[config.mk]
export PLATFORM = sky130hd
export DESIGN_NAME = tsw_node
export DESIGN_NICKNAME = d
export VERILOG_FILES = /design/src/rtl/tsw_pkg.sv /design/src/rtl/tsw_fifo.sv /design/src/rtl/tsw_rr_arb.sv /design/src/rtl/tsw_split.sv /design/src/rtl/tsw_merge.sv /design/src/rtl/tsw_node.sv
export SDC_FILE = /design/constraint.sdc
export NUM_CORES = 2
export LEC_CHECK = 0
export ABC_AREA = 1
export BUFFER_PORTS_ARGS = -buffer_cell sky130_fd_sc_hd__buf_2
export CAP_MARGIN = 25
export CORE_MARGIN = 3
export CORE_UTILIZATION = 25
export DETAILED_ROUTE_END_ITERATION = 6
export PLACE_DENSITY = 0.36
export REMOVE_ABC_BUFFERS = 1
export SYNTH_ARGS = -nofsm -noshare
export SYNTH_HDL_FRONTEND = slang
export SYNTH_HIERARCHICAL = 1
export SYNTH_SLANG_ARGS = --single-unit
[constraint.sdc]
create_clock -name clk -period 6.5 [get_ports clk]
set_input_delay 0.325 -clock clk [delete_from_list [all_inputs] [get_ports clk]]
set_output_delay 0.325 -clock clk [all_outputs]
set_load 0.005 [all_outputs]
[src/rtl/tsw_pkg.sv]
`timescale 1ns/1ps
package tsw_pkg;

    localparam int NPORT = 3;

    typedef enum logic [1:0] {
        DIR_UP    = 2'd0,
        DIR_LEFT  = 2'd1,
        DIR_RIGHT = 2'd2
    } dir_e;

    typedef struct packed {
        logic vld;
        dir_e dir;
    } steer_t;

    // Upward on prefix mismatch, else the stage bit picks the child.
    function automatic dir_e route_dir(input int unsigned dest,
                                       input int unsigned level,
                                       input int unsigned prefix);
        if ((dest >> (level + 1)) != prefix)
            return DIR_UP;
        else if (((dest >> level) & 32'd1) != 32'd0)
            return DIR_RIGHT;
        else
            return DIR_LEFT;
    endfunction

endpackage

[src/rtl/tsw_fifo.sv]
`timescale 1ns/1ps
module tsw_fifo #(
    parameter int W     = 32,
    parameter int DEPTH = 16
) (
    input  logic         clk,
    input  logic         rst,
    input  logic         in_valid,
    output logic         in_ready,
    input  logic [W-1:0] in_data,
    output logic         out_valid,
    input  logic         out_ready,
    output logic [W-1:0] out_data
);
    localparam int AW = (DEPTH > 1) ? $clog2(DEPTH) : 1;
    localparam int CW = $clog2(DEPTH + 1);

    logic [W-1:0]  mem [DEPTH];
    logic [AW-1:0] wptr, rptr;
    logic [CW-1:0] cnt;
    logic          push, pop;

    assign in_ready  = (cnt != CW'(DEPTH));
    assign out_valid = (cnt != '0);
    assign out_data  = mem[rptr];
    assign push      = in_valid && in_ready;
    assign pop       = out_valid && out_ready;

    always_ff @(posedge clk) begin
        if (rst) begin
            wptr <= '0;
            rptr <= '0;
            cnt  <= '0;
        end else begin
            if (push) begin
                mem[wptr] <= in_data;
                wptr <= (wptr == AW'(DEPTH - 1)) ? '0 : wptr + 1'b1;
            end
            if (pop)
                rptr <= (rptr == AW'(DEPTH - 1)) ? '0 : rptr + 1'b1;
            cnt <= cnt + CW'(push) - CW'(pop);
        end
    end

    // a blocked head word stays put.
    assert_hold_R5: assert property (@(posedge clk) disable iff (rst)
        (out_valid && !out_ready) |=> (out_valid && $stable(out_data)));

    // a full buffer that cannot drain keeps every word.
    assert_no_overflow_R4: assert property (@(posedge clk) disable iff (rst)
        (!in_ready && !out_ready) |=> (!in_ready && $stable(out_data)));

    // empty right after reset.
    assert_reset_idle_R7: assert property (@(posedge clk) disable iff (rst)
        $past(rst) |-> (!out_valid && in_ready));

endmodule

[src/rtl/tsw_rr_arb.sv]
`timescale 1ns/1ps
module tsw_rr_arb #(
    parameter int N = 3
) (
    input  logic                                clk,
    input  logic                                rst,
    input  logic [N-1:0]                        req,
    input  logic                                en,
    output logic [N-1:0]                        gnt,
    output logic [((N > 1) ? $clog2(N) : 1)-1:0] sel,
    output logic                                any
);
    localparam int SW = (N > 1) ? $clog2(N) : 1;

    logic [SW-1:0] ptr;

    always_comb begin
        gnt = '0;
        sel = ptr;
        any = 1'b0;
        for (int k = 0; k < N; k++) begin
            int idx;
            idx = int'(ptr) + k;
            if (idx >= N)
                idx = idx - N;
            if (!any && en && req[idx]) begin
                any      = 1'b1;
                gnt[idx] = 1'b1;
                sel      = SW'(idx);
            end
        end
    end

    always_ff @(posedge clk) begin
        if (rst)
            ptr <= '0;
        else if (any)
            ptr <= (sel == SW'(N - 1)) ? '0 : sel + 1'b1;
    end

    // with others waiting, the last winner does not win again.
    assert_rr_fair_R6: assert property (@(posedge clk) disable iff (rst)
        (any && $past(any) && ($countones(req) > 1)) |-> (sel != $past(sel)));

endmodule

[src/rtl/tsw_split.sv]
`timescale 1ns/1ps
module tsw_split
    import tsw_pkg::*;
#(
    parameter int          W      = 32,
    parameter int          DEPTH  = 16,
    parameter int          ADDR_W = 4,
    parameter int unsigned LEVEL  = 1,
    parameter int unsigned PREFIX = 2
) (
    input  logic             clk,
    input  logic             rst,
    input  logic             in_valid,
    output logic             in_ready,
    input  logic [W-1:0]     in_data,
    output logic [NPORT-1:0] req,
    output logic [W-1:0]     head,
    input  logic [NPORT-1:0] gnt
);
    logic   head_valid;
    logic   take;
    steer_t st;

    tsw_fifo #(.W(W), .DEPTH(DEPTH)) fifo_i (
        .clk       (clk),
        .rst       (rst),
        .in_valid  (in_valid),
        .in_ready  (in_ready),
        .in_data   (in_data),
        .out_valid (head_valid),
        .out_ready (take),
        .out_data  (head)
    );

    always_comb begin
        st.vld = head_valid;
        st.dir = route_dir(32'(head[ADDR_W-1:0]), LEVEL, PREFIX);
    end

    assign req  = st.vld ? (NPORT'(1) << st.dir) : '0;
    assign take = |(gnt & req);

    // a head word is claimed by at most one output.
    assert_single_grant_R2: assert property (@(posedge clk) disable iff (rst)
        $onehot0(gnt));

    // no output grants an input that is not asking it.
    assert_grant_req_R6: assert property (@(posedge clk) disable iff (rst)
        ((gnt & ~req) == '0));

endmodule

[src/rtl/tsw_merge.sv]
`timescale 1ns/1ps
module tsw_merge
    import tsw_pkg::*;
#(
    parameter int W     = 32,
    parameter int DEPTH = 16
) (
    input  logic                      clk,
    input  logic                      rst,
    input  logic [NPORT-1:0]          req,
    input  logic [NPORT-1:0][W-1:0]   cand,
    output logic [NPORT-1:0]          gnt,
    output logic                      out_valid,
    input  logic                      out_ready,
    output logic [W-1:0]              out_data
);
    localparam int SW = $clog2(NPORT);

    logic [SW-1:0] sel;
    logic          any;
    logic          room;

    tsw_rr_arb #(.N(NPORT)) arb_i (
        .clk (clk),
        .rst (rst),
        .req (req),
        .en  (room),
        .gnt (gnt),
        .sel (sel),
        .any (any)
    );

    tsw_fifo #(.W(W), .DEPTH(DEPTH)) fifo_i (
        .clk       (clk),
        .rst       (rst),
        .in_valid  (any),
        .in_ready  (room),
        .in_data   (cand[sel]),
        .out_valid (out_valid),
        .out_ready (out_ready),
        .out_data  (out_data)
    );

endmodule

[src/rtl/tsw_node.sv]
`timescale 1ns/1ps
module tsw_node
    import tsw_pkg::*;
#(
    parameter int          DATA_W = 32,
    parameter int          DEPTH  = 16,
    parameter int          ADDR_W = 4,
    parameter int unsigned LEVEL  = 1,
    parameter int unsigned PREFIX = 2
) (
    input  logic              clk,
    input  logic              rst,
    input  logic              up_in_valid,
    output logic              up_in_ready,
    input  logic [DATA_W-1:0] up_in_data,
    output logic              up_out_valid,
    input  logic              up_out_ready,
    output logic [DATA_W-1:0] up_out_data,
    input  logic              lt_in_valid,
    output logic              lt_in_ready,
    input  logic [DATA_W-1:0] lt_in_data,
    output logic              lt_out_valid,
    input  logic              lt_out_ready,
    output logic [DATA_W-1:0] lt_out_data,
    input  logic              rt_in_valid,
    output logic              rt_in_ready,
    input  logic [DATA_W-1:0] rt_in_data,
    output logic              rt_out_valid,
    input  logic              rt_out_ready,
    output logic [DATA_W-1:0] rt_out_data
);
    logic [NPORT-1:0]              iv, ir, ov, orr;
    logic [NPORT-1:0][DATA_W-1:0]  id, od;
    logic [NPORT-1:0][DATA_W-1:0]  heads;
    logic [NPORT-1:0][NPORT-1:0]   sreq, sgnt;   // [source][output]
    logic [NPORT-1:0][NPORT-1:0]   mreq, mgnt;   // [output][source]

    assign iv  = {rt_in_valid, lt_in_valid, up_in_valid};
    assign id  = {rt_in_data, lt_in_data, up_in_data};
    assign orr = {rt_out_ready, lt_out_ready, up_out_ready};

    assign up_in_ready  = ir[0];
    assign lt_in_ready  = ir[1];
    assign rt_in_ready  = ir[2];
    assign up_out_valid = ov[0];
    assign lt_out_valid = ov[1];
    assign rt_out_valid = ov[2];
    assign up_out_data  = od[0];
    assign lt_out_data  = od[1];
    assign rt_out_data  = od[2];

    for (genvar s = 0; s < NPORT; s++) begin : g_xbar_s
        for (genvar o = 0; o < NPORT; o++) begin : g_xbar_o
            assign mreq[o][s] = sreq[s][o];
            assign sgnt[s][o] = mgnt[o][s];
        end
    end

    for (genvar s = 0; s < NPORT; s++) begin : g_split
        tsw_split #(
            .W      (DATA_W),
            .DEPTH  (DEPTH),
            .ADDR_W (ADDR_W),
            .LEVEL  (LEVEL),
            .PREFIX (PREFIX)
        ) split_i (
            .clk      (clk),
            .rst      (rst),
            .in_valid (iv[s]),
            .in_ready (ir[s]),
            .in_data  (id[s]),
            .req      (sreq[s]),
            .head     (heads[s]),
            .gnt      (sgnt[s])
        );
    end

    for (genvar o = 0; o < NPORT; o++) begin : g_merge
        tsw_merge #(
            .W     (DATA_W),
            .DEPTH (DEPTH)
        ) merge_i (
            .clk       (clk),
            .rst       (rst),
            .req       (mreq[o]),
            .cand      (heads),
            .gnt       (mgnt[o]),
            .out_valid (ov[o]),
            .out_ready (orr[o]),
            .out_data  (od[o])
        );
    end

endmodule

==> impl_metrics.yaml <==
sta:
  fin_worst_skew_ns: 0.0715
  worst_slack_ns: 0.465
  slew_headroom_pct: 28.7
  fin_crit_ns: 6.04
  max_slew.worst_pin.slew_ns: 1.07
  setup_tns_ns: 0
  min_period_over_period_pct: 92.8
  hold_viol: 0
  rsz0062_at_grt: "no"
  maxSlewViolCount: 0
  setup_viol_count_final: 0
  fmax_mhz: 166
clock_network:
  clock-sinks: 3180
  cts_setup_buffers: 0
  cts_buffers: 387
  insertion_delay_ns: 1.02
  clk_path_buf_depth: 4
  htreeDepth: 5
  clk_pin_slew_ns: 0.06
  cts_tree: "done"
  holdBufCountCts: 103
  cts_resized: 0
  root_buffer: "clkbuf_16"
pwr:
  p_leak_uw: 0.0624
  p_per_area_mw_per_mm2: 484
  peakVddDrop_v: 0.000439
placed_design:
  dp_slack_ns: 0.454
  dp_hpwl_um: 277000
  port_buffers: 205
  gp_congestion: 0.806
logic_synthesis:
  synthArstFlopShare_pct: 0
  synth_most_common_cell: "nand2_1"
  yosysWarnings: 6
  netlist_area_mm2: 0.139
  synth-edff-count: 3072
  synth_top_area_share_pct: 66.4
  synth_seq_area_share_pct: 68.0
  synthTopCellsByArea: "edfxtp_1 66%, nand2_1 12%, nand3_1 6.8%"
  synth_cell_types: 39
  netlist_instances: 13184
  avgSynthCellArea_um2: 10.5
  yosys.area.top_type: "edfxtp_1"
  synth_seq_cells: 3180
  ys.flop_type: "edfxtp_1"
  synthTopCellsByCount: "4276 x nand2_1, 3072 x edfxtp_1, 1900 x nand3_1, 1343 x inv_1, 920 x nor2_1"
cells_and_area:
  drive_above_1_share_pct: 9.67
  fillCellCount: 57131
  regArea_mm2: 0.0945
  fin_util_pct: 29.1
  multiInputGateArea_mm2: 0.0355
  nNetsFinal: 13624
  syn_to_final_growth_pct: 15.7
floorplan:
  start_util_pct: 25.1
  core_area_mm2: 0.553
  num_rows: 273
  die_h_um: 751
  die-area_mm2: 0.565
  fp.dieW_um: 751
  io_pins: 206
route:
  drc: 0
  drt_pass1_iterations: 6
  dr_total_vias: 91676
  finalWirelength_um: 485000
  detail-route-antenna-nets: 0
  via_per_inst: 4.35
  wl_per_cell_um: 23.0
  drt_iter0_drc: 6376
critical_path:
  critical_path.startpoint_type: "register"
  cpMostUsedCell: "nand2_1"
  critical-path-slowest-cell: "dfxtp_4"
  cp-end-kind: "register"
  critPathRequiredTime_ns: 7.39
  cpPeakStageDelay_ns: 0.75
  arrival_ns: 6.92
  cp_max_fo: 49
  critPathKind: "register to register"
grt:
  grt_max_degree: 162
  grt_pass1_wl_um: 689000
  use_met2_pct: 27.2
  met1_usage_pct: 23.4
  overflow: 0
  grt_busiest_layer: "met2"
  antenna_found_initial: 71
  grt_usage_pct: 16.8
  grt_pass1_vias: 89483
  use_met3_pct: 2.20
run:
  drv_cap: 0
hold_path:
  hold_path.class: "primary input to register"
status:
  status: "completed"
-- per-stage QoR --
stage	std cells	power, uW	instance area (um2)	hold WS [ns]
final	21062	77700	161000	0.250
after global routing	21048	82300	161000	0.198
after CTS	21039	79200	161000	0.133
after detailed placement	20229	57900	148000	0.484
after global placement	20225	58100	147000	0.497
after floorplan	12516	44800	134000	0.392
-- sequential cells by signal (all words and copies together), names as in the netlist, named ones only --
name and count:
g_merge.merge_i/fifo_i/cnt 15, g_split.split_i/fifo_i/rptr 12, g_split.split_i/fifo_i/wptr 12, g_merge.merge_i/fifo_i/rptr 12, g_split.split_i/fifo_i/cnt 15, g_merge.merge_i/fifo_i/mem 1536
g_merge.merge_i/arb_i/ptr 6, g_split.split_i/fifo_i/mem 1536, g_merge.merge_i/fifo_i/wptr 12
-- worst max-delay path: cells and delay by family, from the launching register on --
kind / cells / cell delay, ns
buf+inv: 5 / 0.93
flops: 1 / 0.75
compound gates: 4 / 0.67
fa+ha+maj: 3 / 0.79
simple gates: 16 / 2.72
-- path summary, 6_finish.rpt --
kind | startpoint | endpoint | slack [ns] | cells after the start
worst max-delay path | register | g_split[2].split_i/fifo_i/cnt[4] | 0.46 | 28
worst min-delay path | up_in_data[19] | g_split[0].split_i/fifo_i/mem[0][19] | 0.25 | 2
worst max register to register | register | g_split[2].split_i/fifo_i/cnt[4] | 0.46 | 28
worst min register to register | g_merge[2].merge_i/fifo_i/rptr[0] | register | 0.50 | 2
-- kinds of logic (layout without fill, tap and decap cells) --
group                      after synthesis  after routing  share of synthesized area [%]
and+or+nand+nor                       7558           7558                           23.0
DFF                                   3180           3180                           68.0
buffers and inverters                 2044           2614                           6.94
AOI/OAI and AO/OA                      300            300                           1.15
adders and majority gates               84             84                          0.789
xor gates and xnor gates                18             18                          0.113
other                                    0             21                              0
-- cells in the final DEF (no fill, tap or decap), types with 6 or more instances in the layout --
cell,synthesis,final
buf_12,1,36
diode_2,0,21
clkinv_2,0,55
buf_4,114,185
edfxtp_1,3072,3072
inv_1,1343,1337
dlygate4sd3_1,0,103
clkinv_1,0,98
inv_2,24,24
dfxtp_4,0,18
nand4_1,15,15
ha_1,78,78
fa_1,6,6
nand2_1,4276,4276
nor2_1,920,842
nor3_2,0,18
o21ai_1,135,135
inv_6,5,14
o211ai_1,13,13
a21oi_1,63,63
dfxtp_1,108,84
o21ai_0,80,80
nand3_1,1900,1900
clkbuf_16,0,389
buf_2,211,204
bufinv_16,0,20
nor2_4,3,81
clkinv_16,0,14
nand2_2,15,15
or2_0,70,70
or2_1,111,111
dfxtp_2,0,6
or2_2,203,203
clkbuf_1,111,114
nand3_2,15,15
xor2_1,18,18
-- report_power, final --
part | switching [uW] | internal, uW
combinational | 20900 | 4880
sequential | 537 | 30500
clock | 8990 | 11900
total | 30500 | 47300
-- per-layer routing --
layer | routed length [um] | vias up
met3 | 18700 | 661
met1 | 227000 | 45300
met5 | 185 | -
met4 | 15200 | 30
li1 | - | 44000
met2 | 223000 | 1685
-- cell type report --
class                   instances  share of cell area [%]
clock inverters               204                    1.18
repair buffers                531                    2.63
clock buffers                 503                    6.32
well taps                    7287                    5.67
inverters                    1376                    3.25
multi-input cells            7960                    22.1
diodes                         21                  0.0327
flip-flops and latches       3180                    58.8
(Power assumes the default switching activity.)
